## src/rtl/dma_xfer_channel.sv

```systemverilog
module dma_xfer_channel #(
  parameter int NREQ   = 32,
  parameter int CNT_W  = 24,
  parameter int BLEN_W = 6
) (
  input  logic             clk,
  input  logic             rst_n,
  input  logic             cfg_we,
  input  logic [4:0]       cfg_addr,
  input  logic [31:0]      cfg_wdata,
  output logic [31:0]      cfg_rdata,
  input  logic [NREQ-1:0]  periph_req,
  output logic             mem_req,
  output logic             mem_we,
  output logic [31:0]      mem_addr,
  output logic [1:0]       mem_size,
  output logic [31:0]      mem_wdata,
  input  logic             mem_ack,
  input  logic [31:0]      mem_rdata,
  output logic             done
);
  localparam int REQ_W     = (NREQ > 1) ? $clog2(NREQ) : 1;
  localparam int BL_W      = BLEN_W + 1;
  localparam int BURST_MAX = 1 << BLEN_W;

  typedef enum logic [2:0] {S_IDLE, S_WAIT, S_RD, S_WR, S_CHK} st_t;

  function automatic logic [2:0] wbytes(input logic [1:0] c);
    case (c)
      2'd1:    return 3'd1;
      2'd2:    return 3'd2;
      default: return 3'd4;
    endcase
  endfunction

  function automatic logic [1:0] lg2(input logic [2:0] b);
    case (b)
      3'd1:    return 2'd0;
      3'd2:    return 2'd1;
      default: return 2'd2;
    endcase
  endfunction

  function automatic logic [31:0] bmask(input logic [2:0] b);
    case (b)
      3'd1:    return 32'h0000_00FF;
      3'd2:    return 32'h0000_FFFF;
      default: return 32'hFFFF_FFFF;
    endcase
  endfunction

  st_t              st;
  logic [31:0]      src_prog, dst_prog, src_cur, dst_cur, hold;
  logic [CNT_W-1:0] cnt_prog, cnt_cur, ccnt;
  logic [14:0]      ctrl;
  logic [REQ_W-1:0] rsel;
  logic [BLEN_W-1:0] blen;
  logic [BL_W-1:0]  burst_left, blen_eff;
  logic [2:0]       gidx, sb, db, grp, rnext, wnext;
  logic             done_q, grant;
  logic [4:0]       sh;
  logic [31:0]      src_step, dst_step;

  assign sb       = wbytes(ctrl[5:4]);
  assign db       = wbytes(ctrl[7:6]);
  assign grp      = (sb > db) ? sb : db;
  assign rnext    = gidx + sb;
  assign wnext    = gidx + db;
  assign sh       = {gidx[1:0], 3'b000};
  assign grant    = !ctrl[3] || periph_req[rsel] || ctrl[1];
  assign blen_eff = (blen == '0) ? BL_W'(BURST_MAX) : {1'b0, blen};
  assign src_step = ctrl[11] ? src_cur : (ctrl[9] ? src_cur - 32'(sb) : src_cur + 32'(sb));
  assign dst_step = ctrl[13] ? dst_cur : (ctrl[9] ? dst_cur - 32'(db) : dst_cur + 32'(db));

  assign mem_req   = (st == S_RD) || (st == S_WR);
  assign mem_we    = (st == S_WR);
  assign mem_addr  = mem_we ? dst_cur : src_cur;
  assign mem_size  = lg2(mem_we ? db : sb);
  assign mem_wdata = (hold >> sh) & bmask(db);
  assign done      = done_q;

  always_comb begin
    case (cfg_addr[4:2])
      3'd0:    cfg_rdata = src_prog;
      3'd1:    cfg_rdata = dst_prog;
      3'd2:    cfg_rdata = 32'(cnt_prog);
      3'd3:    cfg_rdata = 32'(ctrl);
      3'd4:    cfg_rdata = 32'(rsel);
      3'd5:    cfg_rdata = 32'(blen);
      3'd7:    cfg_rdata = 32'(ccnt);
      default: cfg_rdata = 32'h0;
    endcase
  end

  always_ff @(posedge clk or negedge rst_n) begin
    if (!rst_n) begin
      st <= S_IDLE;
      src_prog <= '0; dst_prog <= '0; cnt_prog <= '0;
      ctrl <= '0; rsel <= '0; blen <= '0;
      src_cur <= '0; dst_cur <= '0; cnt_cur <= '0; ccnt <= '0;
      hold <= '0; gidx <= '0; burst_left <= '0; done_q <= 1'b0;
    end else begin
      done_q <= 1'b0;
      if (cfg_we) begin
        case (cfg_addr[4:2])
          3'd0: src_prog <= cfg_wdata;
          3'd1: dst_prog <= cfg_wdata;
          3'd2: cnt_prog <= cfg_wdata[CNT_W-1:0];
          3'd3: ctrl     <= cfg_wdata[14:0];
          3'd4: rsel     <= cfg_wdata[REQ_W-1:0];
          3'd5: blen     <= cfg_wdata[BLEN_W-1:0];
          default: ;
        endcase
      end
      case (st)
        S_IDLE: if (ctrl[0]) begin
          if (cnt_prog == '0) begin
            done_q  <= 1'b1;
            ctrl[0] <= 1'b0;
          end else begin
            src_cur <= src_prog; dst_cur <= dst_prog; cnt_cur <= cnt_prog;
            ccnt <= '0; burst_left <= '0; gidx <= '0;
            st <= S_WAIT;
          end
        end
        S_WAIT: begin
          if (!ctrl[0]) st <= S_IDLE;
          else if (grant) begin
            burst_left <= blen_eff;
            ctrl[1]    <= 1'b0;
            st         <= S_RD;
          end
        end
        S_RD: if (mem_ack) begin
          hold    <= (hold & ~(bmask(sb) << sh)) | ((mem_rdata & bmask(sb)) << sh);
          src_cur <= src_step;
          if (rnext >= grp) begin
            gidx <= '0;
            st   <= S_WR;
          end else gidx <= rnext;
        end
        S_WR: if (mem_ack) begin
          dst_cur <= dst_step;
          if (wnext >= grp) begin
            gidx       <= '0;
            cnt_cur    <= cnt_cur - CNT_W'(grp);
            ccnt       <= ccnt + CNT_W'(grp);
            burst_left <= (burst_left > BL_W'(grp)) ? burst_left - BL_W'(grp) : '0;
            st         <= S_CHK;
          end else gidx <= wnext;
        end
        S_CHK: begin
          if (cnt_cur == '0) begin
            if (ctrl[2] && cnt_prog != '0) begin
              src_cur <= src_prog; dst_cur <= dst_prog; cnt_cur <= cnt_prog;
              ccnt <= '0; burst_left <= '0;
              if (ctrl[14]) ctrl[2] <= 1'b0;
              st <= S_WAIT;
            end else begin
              done_q  <= 1'b1;
              ctrl[0] <= 1'b0;
              st      <= S_IDLE;
            end
          end else if (!ctrl[0])           st <= S_IDLE;
          else if (burst_left == '0)       st <= S_WAIT;
          else                             st <= S_RD;
        end
        default: st <= S_IDLE;
      endcase
    end
  end

  p_done_pulse_r9: assert property (@(posedge clk) disable iff (!rst_n)
    done |=> !done);

  p_done_quiet_r9: assert property (@(posedge clk) disable iff (!rst_n)
    done |-> !mem_req);

  p_hold_beat_r11: assert property (@(posedge clk) disable iff (!rst_n)
    (mem_req && !mem_ack) |=> (mem_req && $stable(mem_we) && $stable(mem_addr)
                               && $stable(mem_size) && $stable(mem_wdata)));

  p_fifo_src_r4: assert property (@(posedge clk) disable iff (!rst_n)
    (mem_req && !mem_we && mem_ack && ctrl[11]) |=> $stable(src_cur));

  p_lin_dst_r3: assert property (@(posedge clk) disable iff (!rst_n)
    (mem_req && mem_we && mem_ack && !ctrl[13] && !ctrl[9])
      |=> dst_cur == $past(dst_cur) + 32'($past(db)));

  p_size_legal_r5: assert property (@(posedge clk) disable iff (!rst_n)
    mem_req |-> mem_size != 2'd3);

  p_paced_wait_r6: assert property (@(posedge clk) disable iff (!rst_n)
    (st == S_WAIT && ctrl[0] && ctrl[3] && !ctrl[1] && !periph_req[rsel]) |=> !mem_req);
endmodule

```

## config.mk

```make
export PLATFORM = sky130hd
export DESIGN_NAME = dma_xfer_channel
export DESIGN_NICKNAME = d
export VERILOG_FILES = /design/src/rtl/dma_xfer_channel.sv
export SDC_FILE = /design/constraint.sdc
export NUM_CORES = 1
export LEC_CHECK = 0
export BUFFER_PORTS_ARGS = -buffer_cell sky130_fd_sc_hd__buf_4
export CORE_MARGIN = 5
export CORE_UTILIZATION = 55
export CTS_CLUSTER_DIAMETER = 100
export DETAILED_ROUTE_END_ITERATION = 6
export GPL_TIMING_DRIVEN = 0
export PLACE_DENSITY = 0.86
export SETUP_SLACK_MARGIN = 0.1
export SLEW_MARGIN = 10
export SYNTH_ARGS = -nofsm -noshare
export SYNTH_HDL_FRONTEND = slang
export SYNTH_SLANG_ARGS = --single-unit
```

## constraint.sdc

```tcl
create_clock -name clk -period 5.5 [get_ports clk]
set_input_delay 1.1 -clock clk [delete_from_list [all_inputs] [get_ports clk]]
set_output_delay 1.1 -clock clk [all_outputs]
set_load 0.02 [all_outputs]
```

==> impl_metrics.yaml <==
setup_path:
  worst_ep_arrival_ps: 4290
  series_of_cell_instances_along_the_critical_path: "buf_2 -> and2b_1 -> nand2_2 -> inv_1 -> clkbuf_1 -> clkbuf_1 -> buf_1 -> nand2_1 -> o21ai_0 -> buf_4"
  critPathLaunchType: "register"
  worstSetupPathDepth: 10
  setup.reg_to_reg.worst_slack_ps: 640
  worst-r2r-cell-count: 14
  worst_path_most_repeated_cell: "sky130_fd_sc_hd__clkbuf_1"
  setup.worst_path.start: "st[2]$_DFFE_PN0P_"
  end_kind: "primary output"
  cp_data_required_time_ps: 4400
  critical_path_type: "register to primary output"
  crit_path_max_incr_delay_ps: 630
  critPathTopFamily: "buffers and inverters"
  critical_path.max_fanout: 10
  crit_slowest_cell: "sky130_fd_sc_hd__clkbuf_1"
  timing.critical_path.buf_inv: 6
  timing.rr.start: "gidx[0]$_DFFE_PN0P_"
  crit-reg2reg-capture: "cnt_cur[17]$_DFFE_PN0P_"
cts:
  total_cts_buffers: 30
  hold_bufs_at_cts: 0
  ctsRootBufferMaster: "sky130_fd_sc_hd__clkbuf_16"
  cts.path.max_buffers: 3
  post_cts_resize_count: 0
  post-cts-setup-buffer-count: 0
  h-tree-depth: 1
  worst_skew_late_latency_ps: 580
  clock_tree_from_tritoncts: "yes"
  cts.clk_slew.worst_paths_ps: 60
  cts_num_sinks: 272
drt:
  detail_route.wirelength_um: 63000
  dr.first_iter.drc_count: 1982
  final_antenna_net_count: 0
  via_count: 17800
  wl_per_cell_um: 22.9
  drc_errors: 0
  vias_per_cell: 6.49
  detailedRoute.firstPassIterationCount: 5
synthesis:
  synthesis.area_per_instance_um2: 8.98
  synth-warning-count: 0
  synth.lib_cells_used.distinct: 83
  ys_ff_latch: 272
  syn_nets: 2238
  synth_top_flop_cell: "sky130_fd_sc_hd__dfrtp_1"
  yosysSeqAreaShare: 0.371
  synthesis.instances: 2044
  asyncSetResetFlopFracSynth: 1.00
  synth.cell_area_mm2: 0.0184
  synth-edff-count: 0
power_and_ir_drop:
  cellLeakagePower_nw: 9.59
  power_density_mw_per_mm2: 561
  clockPowerShare: 0.175
  power_frac_comb: 0.544
  internal_power_mw: 6.50
  swShare: 0.462
  power_frac_seq: 0.281
  peakVddDrop_uv: 299
  total_power_mw: 12.1
  switchingPower_mw: 5.59
sta:
  layout_min_cycle_time_ps: 5390
  totalNegativeSetupSlack_ps: 0
  final_report_max_slew_violation_count: 0
  max_slew_margin: 0.278
  timing_worst_slew_pin_value_ps: 1080
  fin_worst_skew_ps: 21.3
  hold_viol_final: 0
  rsz0062_at_grt: "no"
  timing.final.setup_violations: 0
  max_freq_mhz: 186
  post-route-period-util: 0.980
run:
  maxCapViolations: 0
floorplanning:
  ios: 206
  placementRows: 66
  initial_utilization: 0.561
  die_area_mm2: 0.0371
  die_height_um: 193
  chipWidth_um: 193
  core-area_mm2: 0.0327
place:
  gp_routability_congestion: 0.982
  place.detailed.instances: 2690
  placement.cell_area_mm2: 0.0205
  port_buffers: 201
  hpwlAfterDp_um: 47500
global_route:
  grt_max_degree: 111
  number_of_antenna_violations_at_the_first_check_in_global_routing: 5
  via_count_of_the_first_global_routing_pass: 17200
  globalRouteTotalUtil: 0.332
  global_route.overflow_total: 0
  wire_length_of_the_first_global_routing_pass_um: 96900
finish:
  fraction_of_layout_cells_with_a_size_suffix_above_1: 0.194
  finalInstanceArea_mm2: 0.0215
  final_common_cell: "sky130_fd_sc_hd__dfrtp_1"
  count_of_nets_after_finishing: 2474
  finish.cell_count_without_fillers: 2747
  area.growth.synth_to_final_pct: 17.3
  mostFrequentLayoutCells: "271 x sky130_fd_sc_hd__dfrtp_1, 249 x sky130_fd_sc_hd__nand2_1, 202 x sky130_fd_sc_hd__buf_4"
run_status:
  status: "complete, no violations"
worst_hold_path:
  worst_hold_path_class: "input port to async pin"
power groups by stage:
| stage | combinational (mW) | clock (mW) | sequential (mW) |
|---|---|---|---|
| after floorplan | 4.58 | 0 | 3.10 |
| after global placement | 6.19 | 0 | 3.36 |
| after detailed placement | 6.38 | 0 | 3.37 |
| after CTS | 6.46 | 2.12 | 3.34 |
| after global routing | 7.15 | 2.19 | 3.45 |
| final | 6.57 | 2.12 | 3.40 |
cells in the mapped netlist (11+ instances only):
library cell / count / share of area
sky130_fd_sc_hd__dfrtp_1: 272 / 0.37
sky130_fd_sc_hd__nand2_1: 249 / 0.051
sky130_fd_sc_hd__nor2_1: 193 / 0.039
sky130_fd_sc_hd__a21oi_1: 175 / 0.048
sky130_fd_sc_hd__o21ai_0: 153 / 0.042
sky130_fd_sc_hd__mux2_2: 122 / 0.075
sky130_fd_sc_hd__ha_1: 84 / 0.057
sky130_fd_sc_hd__clkbuf_1: 80 / 0.016
sky130_fd_sc_hd__inv_1: 54 / 0.011
sky130_fd_sc_hd__mux2i_1: 54 / 0.029
sky130_fd_sc_hd__xnor2_1: 49 / 0.023
sky130_fd_sc_hd__nand3_1: 47 / 0.013
sky130_fd_sc_hd__a31oi_1: 37 / 0.013
sky130_fd_sc_hd__and3_1: 34 / 0.012
sky130_fd_sc_hd__nor2b_1: 29 / 0.0099
sky130_fd_sc_hd__mux4_2: 23 / 0.028
sky130_fd_sc_hd__xor2_1: 23 / 0.011
sky130_fd_sc_hd__nand2b_1: 22 / 0.0075
sky130_fd_sc_hd__a21o_1: 21 / 0.0086
sky130_fd_sc_hd__nor3_1: 19 / 0.0052
sky130_fd_sc_hd__a211oi_1: 18 / 0.0074
sky130_fd_sc_hd__nor4_1: 18 / 0.0061
sky130_fd_sc_hd__o22ai_1: 17 / 0.0058
sky130_fd_sc_hd__a22o_1: 14 / 0.0067
sky130_fd_sc_hd__a22oi_1: 14 / 0.0057
sky130_fd_sc_hd__and2_1: 14 / 0.0048
sky130_fd_sc_hd__o31ai_1: 14 / 0.0057
sky130_fd_sc_hd__buf_2: 13 / 0.0035
sky130_fd_sc_hd__a32oi_1: 12 / 0.0057
sky130_fd_sc_hd__buf_1: 12 / 0.0025
sky130_fd_sc_hd__nand4_1: 11 / 0.0037
layer usage:
layer | vias up | share of wire | global-route usage
met5 | - | 0.00051 | 0
met4 | 4 | 0.054 | 0.149
met3 | 202 | 0.11 | 0.0687
met2 | 1087 | 0.44 | 0.509
met1 | 8622 | 0.40 | 0.457
li1 | 7913 | - | -
cells by family (layout without fill, tap and decap cells):
logic type | Yosys count | in the layout | share of synthesized area
AO/OA/AOI/OAI | 565 | 565 | 0.190
AND/OR/NAND/NOR | 683 | 683 | 0.174
XOR/XNOR | 72 | 72 | 0.0344
adder cells (fa/ha/maj) | 90 | 90 | 0.0633
buffers and inverters | 163 | 423 | 0.0350
other | 0 | 1 | 0
flip-flops | 272 | 272 | 0.371
multiplexers | 199 | 199 | 0.133
layout make-up:
| cell class | count | area [µm²] |
|---|---|---|
| Sequential cell | 272 | 6810 |
| Multi-Input combinational cell | 1609 | 10900 |
| Inverter | 55 | 206 |
| Timing Repair Buffer | 204 | 1590 |
| Fill cell | 2643 | 11200 |
| Buffer | 108 | 437 |
| Clock inverter | 20 | 220 |
| Clock buffer | 36 | 813 |
| Tap cell | 442 | 553 |
| Antenna cell | 1 | 2.50 |
state kept, by name, summed over array words and instances (netlist names):
name / flops
gidx: 3
blen: 6
hold: 32
cnt_cur: 24
burst_left: 7
ctrl: 15
cnt_prog: 24
done: 1
rsel: 5
st: 3
ccnt: 24
dst_cur: 32
dst_prog: 32
src_prog: 32
src_cur: 32
metrics by stage:
step | util | setup slack [ps] | hold WS (ps)
3_3_place_gp | 0.624 | -602 | 479
3_5_place_dp | 0.627 | 812 | 482
2_1_floorplan | - | 1070 | 457
5_1_grt | 0.659 | 108 | 483
6_report | 0.659 | 113 | 440
4_1_cts | 0.658 | 276 | 455
worst max-delay path by stage:
stage	end	slack, ps
final	mem_addr[0]	110
after global routing	mem_addr[0]	110
after CTS	mem_addr[0]	280
after detailed placement	cnt_cur[9]$_DFFE_PN0P_	810
after global placement	src_cur[19]$_DFFE_PN0P_	-600
after floorplan	src_cur[19]$_DFFE_PN0P_	1070
Note: power is estimated with default switching activity, not from simulation.
